<file path="config.mk">
export PLATFORM = sky130hd
export DESIGN_NAME = bkpt_unit
export DESIGN_NICKNAME = d
export VERILOG_FILES = /design/src/rtl/bkpt_pkg.sv /design/src/rtl/bkpt_cfg_regs.sv /design/src/rtl/bkpt_chan.sv /design/src/rtl/bkpt_flag.sv /design/src/rtl/bkpt_unit.sv
export SDC_FILE = /design/constraint.sdc
export NUM_CORES = 1
export LEC_CHECK = 0
export BUFFER_PORTS_ARGS = -buffer_cell sky130_fd_sc_hd__buf_4
export CAP_MARGIN = 20
export CORE_UTILIZATION = 50
export CTS_BUF_LIST = sky130_fd_sc_hd__clkbuf_4 sky130_fd_sc_hd__clkbuf_8 sky130_fd_sc_hd__clkbuf_16
export DETAILED_ROUTE_END_ITERATION = 7
export PLACE_DENSITY = 0.7
export SYNTH_ARGS = -nofsm -noshare
export SYNTH_HDL_FRONTEND = slang
export SYNTH_SLANG_ARGS = --single-unit
</file>
<file path="constraint.sdc">
create_clock -name clk_i -period 2.1 [get_ports clk_i]
set_input_delay 0.105 -clock clk_i [delete_from_list [all_inputs] [get_ports clk_i]]
set_output_delay 0.105 -clock clk_i [all_outputs]
set_load 0.02 [all_outputs]
</file>
<file path="src/rtl/bkpt_pkg.sv">
package bkpt_pkg;
  localparam int NCH        = 2;
  localparam int COND_W     = 9;
  localparam int REG_STRIDE = 4;
  localparam int OFS_ADDR   = 0;
  localparam int OFS_AMASK  = 1;
  localparam int OFS_COND   = 2;
  localparam int OFS_ASID   = 3;
  localparam int REG_DVAL   = 8;
  localparam int REG_DMASK  = 9;
  localparam int REG_CLR    = 10;

  typedef struct packed {
    logic       asid_en;
    logic [1:0] size;
    logic [1:0] dir;
    logic [1:0] acc;
    logic [1:0] bus;
  } cond_t;
endpackage

</file>
<file path="src/rtl/bkpt_cfg_regs.sv">
module bkpt_cfg_regs
  import bkpt_pkg::*;
#(
  parameter int AW    = 32,
  parameter int DW    = 32,
  parameter int ASIDW = 8,
  parameter int RAW   = 4
) (
  input  logic             clk_i,
  input  logic             rst_ni,
  input  logic             we_i,
  input  logic [RAW-1:0]   addr_i,
  input  logic [DW-1:0]    wdata_i,
  output logic [AW-1:0]    ch_addr_o  [NCH],
  output logic [AW-1:0]    ch_amask_o [NCH],
  output cond_t            ch_cond_o  [NCH],
  output logic [ASIDW-1:0] ch_asid_o  [NCH],
  output logic [DW-1:0]    dval_o,
  output logic [DW-1:0]    dmask_o,
  output logic [NCH-1:0]   clr_o
);
  always_ff @(posedge clk_i or negedge rst_ni) begin
    if (!rst_ni) begin
      for (int c = 0; c < NCH; c++) begin
        ch_addr_o[c]  <= '0;
        ch_amask_o[c] <= '0;
        ch_cond_o[c]  <= '0;
        ch_asid_o[c]  <= '0;
      end
      dval_o  <= '0;
      dmask_o <= '0;
    end else if (we_i) begin
      for (int c = 0; c < NCH; c++) begin
        if (addr_i == RAW'(c*REG_STRIDE + OFS_ADDR))  ch_addr_o[c]  <= wdata_i[AW-1:0];
        if (addr_i == RAW'(c*REG_STRIDE + OFS_AMASK)) ch_amask_o[c] <= wdata_i[AW-1:0];
        if (addr_i == RAW'(c*REG_STRIDE + OFS_COND))  ch_cond_o[c]  <= cond_t'(wdata_i[COND_W-1:0]);
        if (addr_i == RAW'(c*REG_STRIDE + OFS_ASID))  ch_asid_o[c]  <= wdata_i[ASIDW-1:0];
      end
      if (addr_i == RAW'(REG_DVAL))  dval_o  <= wdata_i;
      if (addr_i == RAW'(REG_DMASK)) dmask_o <= wdata_i;
    end
  end

  assign clr_o = {NCH{we_i && (addr_i == RAW'(REG_CLR))}} & wdata_i[NCH-1:0];
endmodule

</file>
<file path="src/rtl/bkpt_chan.sv">
module bkpt_chan
  import bkpt_pkg::*;
#(
  parameter int AW       = 32,
  parameter int DW       = 32,
  parameter int ASIDW    = 8,
  parameter bit HAS_DATA = 1'b0
) (
  input  cond_t            cond_i,
  input  logic [AW-1:0]    cmp_addr_i,
  input  logic [AW-1:0]    amask_i,
  input  logic [ASIDW-1:0] cmp_asid_i,
  input  logic [DW-1:0]    dval_i,
  input  logic [DW-1:0]    dmask_i,
  input  logic             valid_i,
  input  logic [1:0]       sel_i,
  input  logic             fetch_i,
  input  logic             write_i,
  input  logic [1:0]       size_i,
  input  logic [AW-1:0]    addr_i,
  input  logic [DW-1:0]    data_i,
  input  logic [ASIDW-1:0] asid_i,
  output logic             hit_o
);
  localparam logic [DW-1:0] LANE_B = {{(DW-8){1'b0}}, 8'hFF};
  localparam logic [DW-1:0] LANE_H = {{(DW-16){1'b0}}, 16'hFFFF};

  logic [DW-1:0] lane;
  logic bus_ok, acc_ok, dir_ok, size_ok, asid_ok, addr_ok, data_ok;

  always_comb begin
    unique case (size_i)
      2'b01:   lane = LANE_B;
      2'b10:   lane = LANE_H;
      default: lane = '1;
    endcase
    bus_ok  = (cond_i.bus != 2'b00) && (cond_i.bus == sel_i);
    acc_ok  = fetch_i ? cond_i.acc[0] : cond_i.acc[1];
    dir_ok  = write_i ? cond_i.dir[1] : cond_i.dir[0];
    size_ok = fetch_i || (cond_i.size == 2'b00) || (cond_i.size == size_i);
    asid_ok = !cond_i.asid_en || (asid_i == cmp_asid_i);
    addr_ok = ((addr_i ^ cmp_addr_i) & ~amask_i) == '0;
    data_ok = !HAS_DATA || (((data_i ^ dval_i) & ~dmask_i & lane) == '0);
    hit_o   = valid_i && bus_ok && acc_ok && dir_ok && size_ok
              && asid_ok && addr_ok && data_ok;
  end
endmodule

</file>
<file path="src/rtl/bkpt_flag.sv">
module bkpt_flag (
  input  logic clk_i,
  input  logic rst_ni,
  input  logic set_i,
  input  logic clr_i,
  output logic flag_o
);
  always_ff @(posedge clk_i or negedge rst_ni) begin
    if (!rst_ni)    flag_o <= 1'b0;
    else if (set_i) flag_o <= 1'b1;  // set beats clear
    else if (clr_i) flag_o <= 1'b0;
  end
endmodule

</file>
<file path="src/rtl/bkpt_unit.sv">
module bkpt_unit
  import bkpt_pkg::*;
#(
  parameter int AW    = 32,
  parameter int DW    = 32,
  parameter int ASIDW = 8,
  parameter int RAW   = 4
) (
  input  logic             clk_i,
  input  logic             rst_ni,
  input  logic             cfg_we_i,
  input  logic [RAW-1:0]   cfg_addr_i,
  input  logic [DW-1:0]    cfg_wdata_i,
  input  logic             bus_valid_i,
  input  logic [1:0]       bus_sel_i,
  input  logic             bus_fetch_i,
  input  logic             bus_write_i,
  input  logic [1:0]       bus_size_i,
  input  logic [AW-1:0]    bus_addr_i,
  input  logic [DW-1:0]    bus_data_i,
  input  logic [ASIDW-1:0] bus_asid_i,
  output logic             brk_a_o,
  output logic             brk_b_o
);
  logic [AW-1:0]    ch_addr  [NCH];
  logic [AW-1:0]    ch_amask [NCH];
  cond_t            ch_cond  [NCH];
  logic [ASIDW-1:0] ch_asid  [NCH];
  logic [DW-1:0]    dval, dmask;
  logic [NCH-1:0]   clr_w, hit_w, flag_w;

  bkpt_cfg_regs #(.AW(AW), .DW(DW), .ASIDW(ASIDW), .RAW(RAW)) u_regs (
    .clk_i, .rst_ni,
    .we_i(cfg_we_i), .addr_i(cfg_addr_i), .wdata_i(cfg_wdata_i),
    .ch_addr_o(ch_addr), .ch_amask_o(ch_amask), .ch_cond_o(ch_cond),
    .ch_asid_o(ch_asid), .dval_o(dval), .dmask_o(dmask), .clr_o(clr_w)
  );

  for (genvar g = 0; g < NCH; g++) begin : g_ch
    bkpt_chan #(.AW(AW), .DW(DW), .ASIDW(ASIDW), .HAS_DATA(g == 1)) u_chan (
      .cond_i(ch_cond[g]), .cmp_addr_i(ch_addr[g]), .amask_i(ch_amask[g]),
      .cmp_asid_i(ch_asid[g]), .dval_i(dval), .dmask_i(dmask),
      .valid_i(bus_valid_i), .sel_i(bus_sel_i), .fetch_i(bus_fetch_i),
      .write_i(bus_write_i), .size_i(bus_size_i), .addr_i(bus_addr_i),
      .data_i(bus_data_i), .asid_i(bus_asid_i), .hit_o(hit_w[g])
    );
    bkpt_flag u_flag (
      .clk_i, .rst_ni, .set_i(hit_w[g]), .clr_i(clr_w[g]), .flag_o(flag_w[g])
    );
  end

  assign brk_a_o = flag_w[0];
  assign brk_b_o = flag_w[1];
endmodule

</file>
# --- Yosys cells after proc, flatten, opt, wreduce, memory -nomap -nowiden ---
# Index checks and enable logic that the tools add are counted.
totals:
  register_bits: 228
  input_bits: 118
  word_cells: 102
  out_inout_bits: 2
op_classes:
  eq_ne: 18
  n_mux: 9
  bitwise: 11
  n_reduce_logical: 44
ops:
  columns: ["operator", "count"]
  rows:
  - ["$and 32x32->32", 4]
  - ["$logic_not 32->1", 3]
  - ["$not 32->32", 3]
  - ["$xor 32x32->32", 3]
  - ["$pmux 32 s2", 1]
  - ["$reduce_and 2->1", 10]
  - ["$eq 4x3->1 const B", 4]
  - ["$eq 8x8->1", 2]
  - ["$logic_and 1x1->1", 16]
  - ["$eq 4x4->1 const B", 3]
  - ["$eq 2x2->1", 4]
  - ["$eq 4x2->1 const B", 2]
  - ["$mux 1", 8]
  - ["$reduce_bool 2->1", 4]
  - ["$logic_or 1x1->1", 6]
  - ["$eq 4x1->1 const B", 1]
  - ["$logic_not 2->1", 2]
  - ["$logic_not 4->1", 1]
  - ["$and 2x2->2", 1]
  - ["$eq 2x1->1 const B", 1]
  - ["$eq 2x2->1 const B", 1]
  - ["$logic_not 1->1", 2]

# --- Longest topological paths before layout ---
depth:
  ltp_word: 10
  ltp_mapped: 6
  mapped_depth_nobuf: 6

# --- Cells and area by module ---
# A second synthesis with hierarchy kept.
hier_totals:
  cells_unflattened: 727
  hier_area_um2: 10226.1
by_module_without_submodules:
  columns: ["module", "area_per_inst_um2", "cells_per_inst", "n_inst", "seq_area_each_um2"]
  rows:
  - ["bkpt_cfg_regs", 8488.1, 502, 1, 5655.4]
  - ["bkpt_chan at g_ch[1].u_chan", 1054.8, 136, 1, 0.0]
  - ["bkpt_chan at g_ch[0].u_chan", 610.6, 83, 1, 0.0]
  - ["bkpt_flag", 36.3, 3, 2, 25.0]

# --- Worst setup path before layout ---
# OpenSTA, ideal clock, no wires.
synth_timing:
  kind: "reg-to-reg"
  start: "register u_regs.dval_o[1]"
  end: "register g_ch[1].u_flag.flag_o"
  setup_time_ns: 0.066
  path_slack_ns: 0.581
  path_buffers: 0
  stages_incl_launch_ff: 6
  required_ns: 2.034
  arrival_ns: 1.453
  synth_period_minus_slack_ns: 1.519
  path_cell_list: "dfrtp_1 xnor2_1 o22ai_1 or4_1 nor4_1 a22o_1"
synth_between:
  elab_chain_len: 6
  elab_cells_between_ends: 7
  classes_between: "mux: 1; bitwise: 3; reduce/logical: 3"
synth_rtl:
  columns: ["item", "line", "source"]
  rows:
  - ["from (decl)", "bkpt_cfg_regs.sv:18", "output logic [DW-1:0] dval_o,"]
  - ["from (signal assigned)", "bkpt_cfg_regs.sv:39", "if (addr_i == RAW'(REG_DVAL)) dval_o <= wdata_i;"]
  - ["$xor 32x32->32 *", "bkpt_chan.sv:43", "data_ok = !HAS_DATA || (((data_i ^ dval_i) & ~dmask_i & lane) == '0);"]
  - ["$and 32x32->32 * (2 in series)", "bkpt_chan.sv:43", null]
  - ["$logic_not 32->1 *", "bkpt_chan.sv:43", null]
  - ["$logic_and 1x1->1 *", "bkpt_chan.sv:45", "&& asid_ok && addr_ok && data_ok;"]
  - ["$mux 1 / $reduce_bool 2->1 (equally long branches)", null, null]
  - ["to (signal assigned)", "bkpt_flag.sv:9", "if (!rst_ni) flag_o <= 1'b0;"]
  - ["to (signal assigned)", "bkpt_flag.sv:10", "else if (set_i) flag_o <= 1'b1;"]
  - ["to (signal assigned)", "bkpt_flag.sv:11", "else if (clr_i) flag_o <= 1'b0;"]
  - ["to (decl)", "bkpt_flag.sv:6", "output logic flag_o"]
# Mark *: on every way between the ends. The rest lies on a longest branch, timed or not.
# A chain may end at the register's enable or synchronous reset.

# --- Final worst setup path ---
layout_timing:
  start: "register u_regs.ch_addr_o[17] (netlist bit)"
  end: "register g_ch[1].u_flag.flag_o"
layout_between:
  elab_chain_len: 6
  elab_cells_between_ends: 7
  classes_between: "mux: 1; bitwise: 2; reduce/logical: 4"
layout_rtl:
  columns: ["item", "line", "source"]
  rows:
  - ["from (decl)", "bkpt_cfg_regs.sv:14", "output logic [AW-1:0] ch_addr_o [NCH],"]
  - ["from (signal, indexed assignment)", "bkpt_cfg_regs.sv:34", "if (addr_i == RAW'(c*REG_STRIDE + OFS_ADDR)) ch_addr_o[c] <= wdata_i[AW-1:0];"]
  - ["$xor 32x32->32 *", "bkpt_chan.sv:42", "addr_ok = ((addr_i ^ cmp_addr_i) & ~amask_i) == '0;"]
  - ["$and 32x32->32 *", "bkpt_chan.sv:42", null]
  - ["$logic_not 32->1 *", "bkpt_chan.sv:42", null]
  - ["$logic_and 1x1->1 * (2 in series)", "bkpt_chan.sv:45", null]
  - ["$mux 1 / $reduce_bool 2->1 (equally long branches)", null, null]
# Marks and branches as above.

==> results.cfg <==
[sta]
period_share = 0.916
worstMarginPinSlew_ns = 0.601
rsz0062_at_grt = false
setup_slack_ns = 0.176
hold_viol = 0
clock.fmax_mhz = 520
setup_viol = 0
setup_tns_ns = 0
hold_ws_ns = 0.0532
final_max_slew_viol_count = 0
maxSlewHeadroom = 0.596
min_period_ns = 1.92
skew_ns = 0.0192

[critical_path]
cp-start-kind = flip-flop
critPathMaxFanout = 2
r2r_end = g_ch[1].u_flag.flag_o$_DFFE_PN0P_
criticalPathCategory = reg -> reg
cpMostUsedCell = nor4_1
r2r_start = u_regs.ch_addr_o[17]$_DFFE_PN0P_
critPathMaxStageDelay_ns = 0.56
cp.required_ns = 2.56
cp_slowest_cell = nor4_1
arrival_ns = 2.38
reg2reg_slack_ns = 0.18
worst_setup_path_end_kind = flip-flop
r2r_cells = 6
path_cells = xnor2_1 -> o22ai_1 -> nor4_1 -> nand4_1 -> nor4_1 -> a22o_1

[clock_network]
cts_made_buffers = 24
cts-resized-gates = 0
htree_levels = 1
cts.sinks = 228
cts_setup_buffers = 0
clock_path_buffers = 3
clk-insertion-delay-late_ns = 0.52
cts_hold_buffers = 33
cts-root-buf = clkbuf_16
cts_tree = built
path_clk_slew_ns = 0.06

[floorplanning]
placementRows = 51
start_util = 0.516
coreArea_um2 = 19700
die_width_um = 144
ios = 120
fp.dieH_um = 144
die_area_um2 = 20900

[drt]
drt_iter0_drc = 268
dr_total_vias = 6371
ant_nets = 0
drt-total-wl_um = 24400
viasPerCell = 5.51
dr.pass1.iters = 4
drt-wirelength-per-cell_um = 21.1
drc_errors = 0

[global_route]
grt_pass1_vias = 6930
antenna_found_initial = 0
grt_pass1_wl_um = 38500
gr-total-overflow = 0
track_usage = 0.248
grt_max_degree = 63

[status]
status = finished, final reports clean

[placed_design]
hpwl_um = 17100
pre_cts_ws_ns = 0.261
post_dp_cell_area_um2 = 11400
io_buffer_count = 119
routabilityCongestion = 0.866
dpl.cell_count = 1081

[finish]
fin_nets = 994
stdcell_count = 1157
synthToLayoutAreaGrowth_pct = 24.1
multi_input_area_um2 = 4290
layout-drive-gt1-share = 0.415
seqCellArea_um2 = 5710
antenna_cells = 0
num-fill-cells = 1513
final_cell_area_um2 = 12600

[hold_path]
holdCritStartpoint = bus_fetch_i
hold_path_class = in -> reg
hold-path-cell-count = 3
min_to = g_ch[0].u_flag.flag_o$_DFFE_PN0P_

[pwr]
power_density_nw_per_um2 = 1040
power.leakage_nw = 5.43
vdd_drop_max_v = 0.000632

[synthesis]
syn_inst = 715
synth-warning-count = 0
synth_cell_types = 33
seq_area_frac_synth = 0.562
synth_seq_cells = 228
syn-cell-area_um2 = 10100
syn_avg_cell_area_um2 = 14.2
synth.net_count = 834

[job]
maxCapViolations = 0
[cell usage in the layout (no fill, tap or decap), types with 4 or more instances in the layout]
master         count
clkbuf_8           7
dfrtp_1          228
mux2_1            38
nand2b_1           4
o21ai_0            6
clkbuf_16         25
dlygate4sd3_1     33
clkbuf_4           4
buf_12             6
xnor2_1          113
nor4_1            12
nand2_1            7
mux2_2           191
o22ai_1           43
nand4_1            7
buf_4            124
nor2_1             5
[routing by layer]
layer  vias to the layer above  track usage  routed length, um
met4                         0       0.0676                537
met3                        32       0.0437               1240
met1                      3300        0.330              10800
met5                         -            0                  0
met2                       153        0.418              11800
li1                       2886            -                  -
[critical path: cells and delay by family (launching register included)]
kind	cells	cell delay, ns
AOI/OAI and AO/OA	2	0.28
DFF	1	0.39
xor gates and xnor gates	1	0.20
and+or+nand+nor	3	1.00
[sequential cells by signal (all words and copies together), names as in the netlist]
name and cells:
u_regs.ch_amask_o 64, u_regs.dmask_o 32, u_regs.dval_o 32, g_ch.u_flag.flag_o 2, u_regs.ch_addr_o 64, u_regs.ch_asid_o 16
u_regs.ch_cond_o 18
[cell usage after synthesis]
library cell  instances  area share
a21oi_1               3      0.0015
a22o_1                1     0.00086
a22oi_1               2      0.0015
and3_1                1     0.00062
buf_1                 6      0.0022
buf_2                17      0.0084
buf_6                 3      0.0033
clkbuf_1              4      0.0015
dfrtp_1             228        0.56
ha_1                  1      0.0012
inv_1                 2     0.00074
mux2_1               38       0.042
mux2_2              191        0.21
mux2i_1               1     0.00099
nand2_1               7      0.0026
nand2b_1              4      0.0025
nand3b_1              3      0.0022
nand4_1               7      0.0043
nor2_1                7      0.0026
nor2_2                2      0.0012
nor3b_1               2      0.0015
nor3b_2               1      0.0012
nor4_1               12      0.0074
o211ai_1              1     0.00074
o21ai_0               6      0.0030
o221ai_1              3      0.0026
o22a_1                2      0.0017
o22ai_1              43       0.027
o31ai_1               1     0.00074
or3_1                 1     0.00062
or4_1                 1     0.00074
xnor2_1             113       0.098
xor2_1                1     0.00086
[worst max-delay path by stage]
stage	from	endpoint	depth (start not counted)
final	u_regs.ch_addr_o[17]$_DFFE_PN0P_	g_ch[1].u_flag.flag_o$_DFFE_PN0P_	6
after global routing	u_regs.ch_addr_o[28]$_DFFE_PN0P_	g_ch[1].u_flag.flag_o$_DFFE_PN0P_	6
after global placement	u_regs.ch_addr_o[31]$_DFFE_PN0P_	g_ch[1].u_flag.flag_o$_DFFE_PN0P_	6
after floorplan	u_regs.dval_o[1]$_DFFE_PN0P_	g_ch[1].u_flag.flag_o$_DFFE_PN0P_	5
after CTS	u_regs.ch_addr_o[28]$_DFFE_PN0P_	g_ch[1].u_flag.flag_o$_DFFE_PN0P_	6
after detailed placement	u_regs.ch_addr_o[17]$_DFFE_PN0P_	g_ch[1].u_flag.flag_o$_DFFE_PN0P_	6
[cell families (layout without fill, tap and decap cells)]
group,after synthesis,after routing,share of synthesized area
multiplexers,230,230,0.255
AO/OA/AOI/OAI,62,62,0.0391
flip-flops,228,228,0.562
XOR/XNOR,114,114,0.0984
buffers and inverters,32,209,0.0162
AND/OR/NAND/NOR,48,48,0.0275
adder cells (fa/ha/maj),1,1,0.00123
[area by class of cell]
type | instances | share of cell area
sequential | 228 | 0.453
inverter | 2 | 0.000596
multi-input combinational | 455 | 0.340
clock inverter | 7 | 0.00904
tap | 265 | 0.0263
timing repair buffer | 164 | 0.111
clock buffer | 36 | 0.0597
[where the power goes]
part | switching, mW | internal [mW] | leakage (nW)
logic | 1.01 | 1.51 | 2.20
clock network | 1.71 | 2.84 | 0.435
registers | 0.627 | 5.41 | 2.80
[stage by stage]
step / util / total power [mW]
detailed placement: 0.580 / 8.60
finish: 0.641 / 13.1
global placement: 0.580 / 8.42
global route: 0.641 / 13.7
CTS: 0.641 / 13.2
floorplan: - / 7.65
(Power assumes the default switching activity.)
